--- src/rtl/sel4_pkg.sv ---
package sel4_pkg;
  typedef enum logic [1:0] {
    SID_ROOT = 2'd0,
    SID_UP   = 2'd1,
    SID_LOW  = 2'd2
  } sid_e;
  localparam int NUM_STATES = 3;
  localparam int HASH_MOD   = 31;
endpackage

--- src/rtl/sel4_hash.sv ---
module sel4_hash #(
  parameter int LINE_W = 20
) (
  input  logic [LINE_W-1:0] line_i,
  output logic [4:0]        hash_o
);
  localparam int CH = (LINE_W + 4) / 5;
  localparam int SW = 5 + $clog2(CH + 1) + 1;

  logic [CH*5-1:0] pad;
  logic [SW-1:0]   acc;

  // 32 is congruent to 1 modulo 31: sum the 5-bit chunks, fold, then close 31 to 0
  always_comb begin
    pad = '0;
    pad[LINE_W-1:0] = line_i;
    acc = '0;
    for (int i = 0; i < CH; i++) acc = acc + SW'(pad[i*5 +: 5]);
    for (int k = 0; k < 4; k++) acc = SW'(acc[4:0]) + (acc >> 5);
    hash_o = (acc[4:0] == 5'd31) ? 5'd0 : acc[4:0];
  end
endmodule

--- src/rtl/sel4_table.sv ---
module sel4_table #(
  parameter int IDX_W = 4,
  parameter int TAG_W = 16,
  parameter int D_W   = 12
) (
  input  logic             clk,
  input  logic             rst_n,
  input  logic [IDX_W-1:0] idx_i,
  input  logic [TAG_W-1:0] tag_i,
  input  logic [1:0]       sid_i,
  output logic             hit_o,
  output logic [D_W-1:0]   val_o,
  input  logic             wr_en_i,
  input  logic [D_W-1:0]   wr_val_i
);
  localparam int ENT = 1 << IDX_W;

  logic             vld_q [ENT];
  logic [TAG_W-1:0] tag_q [ENT];
  logic [1:0]       sid_q [ENT];
  logic [D_W-1:0]   val_q [ENT];

  always_comb begin
    hit_o = vld_q[idx_i] && (tag_q[idx_i] == tag_i) && (sid_q[idx_i] == sid_i);
    val_o = val_q[idx_i];
  end

  always_ff @(posedge clk or negedge rst_n) begin
    if (!rst_n) begin
      for (int i = 0; i < ENT; i++) vld_q[i] <= 1'b0;
    end else if (wr_en_i) begin
      vld_q[idx_i] <= 1'b1;
    end
  end

  always_ff @(posedge clk) begin
    if (wr_en_i) begin
      tag_q[idx_i] <= tag_i;
      sid_q[idx_i] <= sid_i;
      val_q[idx_i] <= wr_val_i;
    end
  end
endmodule

--- src/rtl/sel4_split.sv ---
module sel4_split #(
  parameter int D_W       = 12,
  parameter int AR_W      = 12,
  parameter int F_W       = 10,
  parameter int WIN_SHIFT = 2
) (
  input  logic           clk,
  input  logic           rst_n,
  input  logic           upd_i,
  input  logic           hit_i,
  input  logic [D_W-1:0] stored_i,
  output logic [D_W-1:0] drift_o,
  output logic [F_W-1:0] filt_o
);
  localparam int FS_W = ((F_W > D_W) ? F_W : D_W) + 1;
  localparam int AS_W = ((AR_W > D_W) ? AR_W : D_W) + 2;
  localparam logic signed [FS_W-1:0] F_HI = FS_W'((64'sd1 <<< (F_W - 1)) - 1);
  localparam logic signed [FS_W-1:0] F_LO = -F_HI - 1;
  localparam logic signed [AS_W-1:0] A_HI = AS_W'((64'sd1 <<< (AR_W - 1)) - 1);
  localparam logic signed [AS_W-1:0] A_LO = -A_HI - 1;

  logic signed [D_W-1:0]  drift_q, drift_d;
  logic signed [AR_W-1:0] win_q, win_d;
  logic signed [F_W-1:0]  filt_q, filt_d;
  logic signed [D_W-1:0]  aff;
  logic signed [FS_W-1:0] fsum;
  logic signed [AS_W-1:0] wsum;

  always_comb begin
    aff  = hit_i ? ($signed(stored_i) - drift_q) : '0;
    fsum = FS_W'(filt_q) + FS_W'(aff);
    wsum = AS_W'(win_q) + AS_W'(aff) - AS_W'(win_q >>> WIN_SHIFT);
    filt_d  = filt_q;
    win_d   = win_q;
    drift_d = drift_q;
    if (upd_i) begin
      if (fsum > F_HI)      filt_d = F_HI[F_W-1:0];
      else if (fsum < F_LO) filt_d = F_LO[F_W-1:0];
      else                  filt_d = fsum[F_W-1:0];
      if (wsum > A_HI)      win_d = A_HI[AR_W-1:0];
      else if (wsum < A_LO) win_d = A_LO[AR_W-1:0];
      else                  win_d = wsum[AR_W-1:0];
      drift_d = win_q[AR_W-1] ? (drift_q - 1'b1) : (drift_q + 1'b1);
    end
  end

  always_ff @(posedge clk or negedge rst_n) begin
    if (!rst_n) begin
      drift_q <= '0;
      win_q   <= '0;
      filt_q  <= '0;
    end else if (upd_i) begin
      drift_q <= drift_d;
      win_q   <= win_d;
      filt_q  <= filt_d;
    end
  end

  assign drift_o = drift_q;
  assign filt_o  = filt_q;
endmodule

--- src/rtl/four_way_selector.sv ---
module four_way_selector #(
  parameter int LINE_W     = 20,
  parameter int IDX_W      = 4,
  parameter int D_W        = 12,
  parameter int AR_W       = 12,
  parameter int F_W        = 10,
  parameter int WIN_SHIFT  = 2,
  parameter int SAMPLE_LIM = 8
) (
  input  logic              clk,
  input  logic              rst_n,
  input  logic              req_valid,
  input  logic [LINE_W-1:0] req_line,
  output logic              upd_en,
  output logic [1:0]        upd_sel,
  output logic [1:0]        core_sel
);
  import sel4_pkg::*;
  localparam int TAG_W = LINE_W - IDX_W;

  logic [1:0]     rst_sync_q;
  logic           rst_n_i;
  logic [4:0]     hash;
  logic           hit;
  logic [D_W-1:0] stored;
  logic [D_W-1:0] drift [NUM_STATES];
  logic [F_W-1:0] filt  [NUM_STATES];
  logic [NUM_STATES-1:0] upd_vec;
  sid_e           sid;
  logic           root_neg;

  always_ff @(posedge clk or negedge rst_n) begin
    if (!rst_n) rst_sync_q <= 2'b00;
    else        rst_sync_q <= {rst_sync_q[0], 1'b1};
  end
  assign rst_n_i = rst_sync_q[1];

  sel4_hash #(.LINE_W(LINE_W)) u_hash (.line_i(req_line), .hash_o(hash));

  always_comb begin
    root_neg = filt[SID_ROOT][F_W-1];
    upd_en   = req_valid && (32'(hash) < SAMPLE_LIM);
    if (!hash[0])     sid = SID_ROOT;
    else if (root_neg) sid = SID_LOW;
    else               sid = SID_UP;
    upd_sel  = sid;
    core_sel = {root_neg, root_neg ? filt[SID_LOW][F_W-1] : filt[SID_UP][F_W-1]};
  end

  sel4_table #(.IDX_W(IDX_W), .TAG_W(TAG_W), .D_W(D_W)) u_tab (
    .clk      (clk),
    .rst_n    (rst_n_i),
    .idx_i    (req_line[IDX_W-1:0]),
    .tag_i    (req_line[LINE_W-1:IDX_W]),
    .sid_i    (sid),
    .hit_o    (hit),
    .val_o    (stored),
    .wr_en_i  (upd_en && !hit),
    .wr_val_i (drift[sid])
  );

  for (genvar s = 0; s < NUM_STATES; s++) begin : g_st
    assign upd_vec[s] = upd_en && (sid == sid_e'(s));
    sel4_split #(.D_W(D_W), .AR_W(AR_W), .F_W(F_W), .WIN_SHIFT(WIN_SHIFT)) u_st (
      .clk      (clk),
      .rst_n    (rst_n_i),
      .upd_i    (upd_vec[s]),
      .hit_i    (hit),
      .stored_i (stored),
      .drift_o  (drift[s]),
      .filt_o   (filt[s])
    );
  end
endmodule

--- config.mk ---
export PLATFORM = sky130hd
export DESIGN_NAME = four_way_selector
export DESIGN_NICKNAME = d
export VERILOG_FILES = /design/src/rtl/sel4_pkg.sv /design/src/rtl/sel4_hash.sv /design/src/rtl/sel4_table.sv /design/src/rtl/sel4_split.sv /design/src/rtl/four_way_selector.sv
export SDC_FILE = /design/constraint.sdc
export NUM_CORES = 1
export LEC_CHECK = 0
export ABC_AREA = 0
export CAP_MARGIN = 15
export CORE_ASPECT_RATIO = 1.4
export CORE_UTILIZATION = 26
export CTS_CLUSTER_DIAMETER = 200
export CTS_CLUSTER_SIZE = 16
export DETAILED_ROUTE_END_ITERATION = 8
export DONT_BUFFER_PORTS = 1
export SYNTH_ARGS = -nofsm -noshare
export SYNTH_HDL_FRONTEND = slang
export SYNTH_SLANG_ARGS = --single-unit
export TNS_END_PERCENT = 1
--- constraint.sdc ---
create_clock -name clk -period 15.8 [get_ports clk]
set_clock_uncertainty 0.15 [all_clocks]
set_input_delay 0 -clock clk [delete_from_list [all_inputs] [get_ports clk]]
set_output_delay 0 -clock clk [all_outputs]
set_load 0.02 [all_outputs]
---- Yosys cells after proc, flatten, opt, wreduce, memory -nomap -nowiden ----
Memory sizes are Yosys's and may differ from the RTL's.
Index checks and enable logic that the tools add are counted.
Widths: inputs -> output; s select.
cells by class
  add/subtract/negate cells ............... 25
  order comparisons ....................... 16
  equality and inequality tests ........... 5
  mux-type cells .......................... 32
  bitwise gates (word level) .............. 3
  reductions and logical operators ........ 10
operators by type and width
  kind                   count
  $mux 12                14
  $mux 10                6
  $gt 14x12->1 const B   3
  $lt 14x12->1 const B   3
  $sub 13x10->14         3
  $add 10x12->13         3
  $add 12x12->13         3
  $gt 13x10->1 const B   3
  $lt 13x10->1 const B   3
  $add 12x1->12 const B  3
  $sub 12x1->12 const B  3
  $sub 12x12->12         3
  $bmux 12 s2            1
  $add 5x4->6            3
  $add 9x5->9            2
  $eq 16x16->1           1
  $or 16x16->16          1
  $logic_and 1x1->1      8
  $add 5x5->6            1
  $mux 1                 6
  $add 5x1->5            1
  $eq 5x5->1 const B     1
  $ge 5x5->1 const B     1
  $lt 5x1->1 const B     1
  13 further kinds       14
storage, ports and cells
  register bits after elaboration ......... 120
  memory bits (writable) .................. 480
  output and inout port bits .............. 5
  logic and storage cells ................. 120
  memories kept ........................... 3
memory list
  memory       words  width  rd ports  clocked after memory_dff  write ports  line              RTL
  u_tab.tag_q  16     16     1         0                         1            sel4_table.sv:19  logic [TAG_W-1:0] tag_q [ENT];
  u_tab.val_q  16     12     1         0                         1            sel4_table.sv:21  logic [D_W-1:0] val_q [ENT];
  u_tab.sid_q  16     2      1         0                         1            sel4_table.sv:20  logic [1:0] sid_q [ENT];

---- Longest topological paths before layout ----
  depth in word-level cells ............... 18
  gate-level depth with buffers ........... 52
  depth with buffers taken out ............ 49

---- Modules after synthesis ----
Synthesis repeated with hierarchy kept, for this count alone.
unflattened totals
  cell total of the unflattened synthesis .. 2,415
  area, all modules ....................... 32,409.8 µm²
by module, submodules not included
  module                      instances  cells each  area an instance (µm²)  sequential area each (µm²)
  sel4_table                  1          852         19,438.6                14,814.2
  sel4_split at g_st[0].u_st  1          466         3,888.7                 850.8
  sel4_split at g_st[1].u_st  1          466         3,867.5                 850.8
  sel4_split at g_st[2].u_st  1          449         3,748.6                 850.8
  sel4_hash                   1          129         1,081.0                 0.0
  four_way_selector           1          53          385.4                   50.0

---- Worst setup path after synthesis ----
OpenSTA, ideal clock, no wires.
  path kind ............................... input -> register
  start point ............................. input req_line[0]
  end point ............................... register g_st[2].u_st.win_q[10]
  library setup time ...................... 125 ps
  arrival ................................. 10,182 ps
  data required time ...................... 15,525 ps
  setup slack ............................. 5,344 ps
  cell stages on the path ................. 48
  path through ............................ ha_1 fa_1 xnor2_1 fa_1 inv_1 ha_1 a211oi_1 o21bai_1 a21o_1 ha_1 a21oi_1 nor3_1 o211a_1 ha_1 nand3_1 nor3_1 ha_1 nand2_1 (+12 left out) nand2_1 fa_1 inv_1 ha_1 a21oi_1 o21ai_0 a21oi_1 o21ai_0 a21oi_1 o21bai_1 a21oi_1 o21ai_0 a2111oi_0 a21oi_1 a21oi_1 clkbuf_1 o21ai_0 mux2_2
between the ends
  cells in the longest elaborated chain, start to end .. 18
  elaborated cells between the ends (all ways) .. 33
  those cells by class .................... add/sub (10); order compare (3); eq/ne (4); mux (8); bitwise (1); reduce/logical (4); memory (3)
RTL lines
  element                   line                     RTL
  start: declaration        four_way_selector.sv:13  input logic [LINE_W-1:0] req_line,
  $add 5x5->6               sel4_hash.sv:18          for (int i = 0; i < CH; i++) acc = acc + SW'(pad[i*5 +: 5]);
  $add 9x5->9 (2 in a row)  sel4_hash.sv:18
  $add 5x4->6 (3 in a row)  sel4_hash.sv:19          for (int k = 0; k < 4; k++) acc = SW'(acc[4:0]) + (acc >> 5);
  $add 5x1->5               sel4_hash.sv:19
  $eq 5x5->1                sel4_hash.sv:20          hash_o = (acc[4:0] == 5'd31) ? 5'd0 : acc[4:0];
  $mux 5                    sel4_hash.sv:20
  $mux 2                    four_way_selector.sv:43  if (!hash[0]) sid = SID_ROOT;
  $eq 2x2->1                sel4_table.sv:24         hit_o = vld_q[idx_i] && (tag_q[idx_i] == tag_i) && (sid_q[idx_i] == sid_i);
  $logic_and 1x1->1         sel4_table.sv:24
  $mux 12                   sel4_split.sv:30         aff = hit_i ? ($signed(stored_i) - drift_q) : '0;
  $add 12x12->13            sel4_split.sv:32         wsum = AS_W'(win_q) + AS_W'(aff) - AS_W'(win_q >>> WIN_SHIFT);
  $sub 13x10->14            sel4_split.sv:32
  $lt 14x12->1              sel4_split.sv:41         else if (wsum < A_LO) win_d = A_LO[AR_W-1:0];
  $mux 12                   sel4_split.sv:41
  $mux 12                   sel4_split.sv:40         if (wsum > A_HI) win_d = A_HI[AR_W-1:0];
  end signal: assignment    sel4_split.sv:54         win_q <= win_d;
  end: declaration          sel4_split.sv:23         logic signed [AR_W-1:0] win_q, win_d;
Parallel ways exist; a longest one is shown, timed or not. The select of a mux whose other input is x is not followed.
A chain may end at the register's enable or synchronous reset.

---- Worst setup path in the final report ----
  start point ............................. input req_line[0]
  end point ............................... register g_st[1].u_st.win_q[8]
between the ends
  cells in the longest elaborated chain, start to end .. 18
  elaborated cells between the ends (all ways) .. 33
  those cells by class .................... add/sub (10); order compare (3); eq/ne (4); mux (8); bitwise (1); reduce/logical (4); memory (3)
RTL lines
  element                   line
  $add 5x5->6               sel4_hash.sv:18
  $add 9x5->9 (2 in a row)  sel4_hash.sv:18
  $add 5x4->6 (3 in a row)  sel4_hash.sv:19
  $add 5x1->5               sel4_hash.sv:19
  $eq 5x5->1                sel4_hash.sv:20
  $mux 5                    sel4_hash.sv:20
  $mux 2                    four_way_selector.sv:43
  $eq 2x2->1                sel4_table.sv:24
  $logic_and 1x1->1         sel4_table.sv:24
  $mux 12                   sel4_split.sv:30
  $add 12x12->13            sel4_split.sv:32
  $sub 13x10->14            sel4_split.sv:32
  $lt 14x12->1              sel4_split.sv:41
  $mux 12                   sel4_split.sv:41
  $mux 12                   sel4_split.sv:40
  end signal: assignment    sel4_split.sv:54
  end: declaration          sel4_split.sv:23
Parallel ways exist; a longest one is shown, timed or not. The select of a mux whose other input is x is not followed.

==> out/metrics.yaml <==
yosysWarnings: 0
slowest_delay_ps: 810
setup_violations: 0
remaining_drc_errors: 0
rows: 152
hpwl_um: 50800
path_clk_slew_ps: 80
relSlewSlack_pct: 19.3
p_sw_share_pct: 36.2
synth.distinct_cells: 99
drive_above_1_share_pct: 12.3
async_reset_ff_share_pct: 20.0
cp_max_fo: 97
crit_path_frequent_cell: "ha_1"
final_cell_mix: "edfxtp_1 (480), inv_1 (230), ha_1 (171)"
final_core_util_pct: 29.2
p_int_uw: 3420
cp-end-kind: "flop"
die_h_um: 419
setup_ws_ps: 3970
place.gp.congestion: 0.847
period_minus_slack_ps: 11830
path_delay_family: "compound AO/OA/AOI/OAI gates"
yosys_register_bits: 600
hold_start: "req_line[0]"
clock-root-buffer: "clkbuf_16"
clk_latency_ps: 600
syn_area_per_cell_um2: 13.2
drt-total-wl_um: 78300
mostFrequentLayoutCell: "edfxtp_1"
clk_path_buf_depth: 3
synth_xor_area_share_pct: 4.28
grt_pass1_vias: 20224
synthSimpleGateAreaFrac_pct: 6.58
die-width_um: 300
cts-resized-gates: 0
pre_cts_ws_ps: 3470
tns_ps: 0
post-cts-setup-buffer-count: 0
fin_nets: 2702
p_per_area_mw_per_mm2: 150
outcome: "finished clean"
crit_arrival_ps: 12100
grt_pass1_wl_um: 120000
synth_top_family_by_area: "multiplexers"
initial_utilization_pct: 26.2
syn_area_mm2: 0.0322
vdd_ir_drop_max_mv: 0.0982
synthFlopType: "edfxtp_1"
max_cap_viol_count: 0
drtPass1Iterations: 7
ys_seq_area_share_pct: 54.0
synth_edf_count: 480
wl_per_cell_um: 19.0
combPwrFrac_pct: 38.9
postSynthNetCount: 2675
antenna_found_initial: 0
place.port_buffers: 0
synth_mux_area_share_pct: 11.2
synth_compound_area_share_pct: 10.8
viasPerCell: 4.72
slowest_stage: "a21oi_1"
final_area_mm2: 0.0358
drv_slew: 0
clock_sinks: 600
hold_path.class: "in -> reg"
path_buf_inv: 3
critPathLaunch: "req_line[0]"
clkPwrFrac_pct: 20.2
io_pins: 28
fmax_ghz: 0.0846
grt_use_total_pct: 12.5
htree_levels: 2
grt_max_degree: 137
p_leak_uw: 0.0136
final_antenna_net_count: 0
finalHoldViolCount: 0
dpl_cell_area_mm2: 0.0343
rsz0062_at_grt: "no"
synthToLayoutAreaGrowth_pct: 11.2
regToRegSetupSlack_ps: 7280
p_sw_uw: 1950
first_iter_violations: 1198
timing.rr.start: "u_tab.tag_q[4][12]"
cts_buffers: 43
tightest_slew_ps: 1200
period_share_pct: 74.8
core-area_mm2: 0.123
vias: 19442
die_area_mm2: 0.125
synth_fa_ha_area_share_pct: 9.12
start_kind: "input port"
cts_tree: "built"
crit_type: "in -> reg"
worstPathRequired_ps: 16070
sequentialPowerShare_pct: 40.9
grt-ovfl-total: 0
netlist_instances: 2443
repair_timing:
| action | 4_1_cts | 5_1_grt |
|---|---|---|
| endpoints found under the hold margin | 491 | 0 |
| hold buffers | 23 | 0 |
| setup endpoints to repair | 0 | 0 |
flip-flops by register name (all words and copies together), names as in the netlist:
register and cells:
rst_sync_q 2, u_tab.sid_q 32, u_tab.val_q 192, g_st.u_st.filt_o 30, u_tab.tag_q 256, u_tab.vld_q 16, g_st.u_st.drift_o 36, g_st.u_st.win_q 36
metal layers:
layer / up-vias / share of wire [%] / GRT usage (%)
li1: 9133 / - / -
met1: 9799 / 42 / 15.3
met2: 390 / 51 / 22.4
met3: 120 / 3.9 / 1.54
met4: 0 / 3.3 / 4.20
met5: - / 0 / 0
worst reg2reg max path: cells and delay by family, from the launching register on:
kind	cells	cell delay, ps
adders and majority gates	2	760
xor gates and xnor gates	1	120
and+or+nand+nor	7	2660
AOI/OAI and AO/OA	16	3820
DFF	1	350
buffers and inverters	2	470
synth_stat cells, drive strengths merged, types with 55 or more instances:
cell      n  area [um2]
edfxtp  480       14400
inv     232         871
ha      171        2140
nand2   155         582
a21oi   120         601
dfrtp   120        3000
o21ai   118         591
mux4    114        2570
xnor2   103         910
nor2     83         312
mux2i    65         651
a21o     55         413
power by group through the flow:
stage	Sequential (uW)	Combinational [uW]	Clock [uW]
finish	2200	2090	1080
global route	2220	2340	1170
CTS	2200	2110	1120
detailed placement	2230	2080	0
global placement	2230	2050	0
floorplan	2210	1510	0
stage by stage:
step                      std cells  hold WS (ps)  total power [uW]
final                          4122          81.7              5370
after global routing           4121          78.0              5730
after CTS                      4121          35.7              5420
after detailed placement       4019          -445              4320
after global placement         4019          -445              4280
after floorplan                2443          -446              3720
final timing paths:
kind,to,cells past startpoint
setup / recovery,g_st[1].u_st.win_q[8],47
hold / removal,u_tab.tag_q[10][7],3
setup reg to reg,g_st[1].u_st.win_q[8],28
hold reg to reg,rst_sync_q[1],0
max in group asynchronous,u_tab.vld_q[0],1
min in group asynchronous,g_st[1].u_st.win_q[4],0
layout make-up:
class	count	area [um2]
Fill cell	12502	87000
Sequential cell	600	17400
Multi-Input combinational cell	1526	13700
Tap cell	1617	2020
Clock buffer	75	1200
Inverter	232	871
Timing Repair Buffer	67	561
Clock inverter	4	78.8
Antenna cell	1	2.50
cell families (layout without fill, tap and decap cells):
group	count (synthesis)	in the layout
and+or+nand+nor	423	423
xor gates and xnor gates	155	155
other	1	2
muxes	214	214
adders and majority gates	213	213
DFF	600	600
AOI/OAI and AO/OA	520	520
buffers and inverters	317	378
Note: power is estimated with default switching activity, not from simulation.
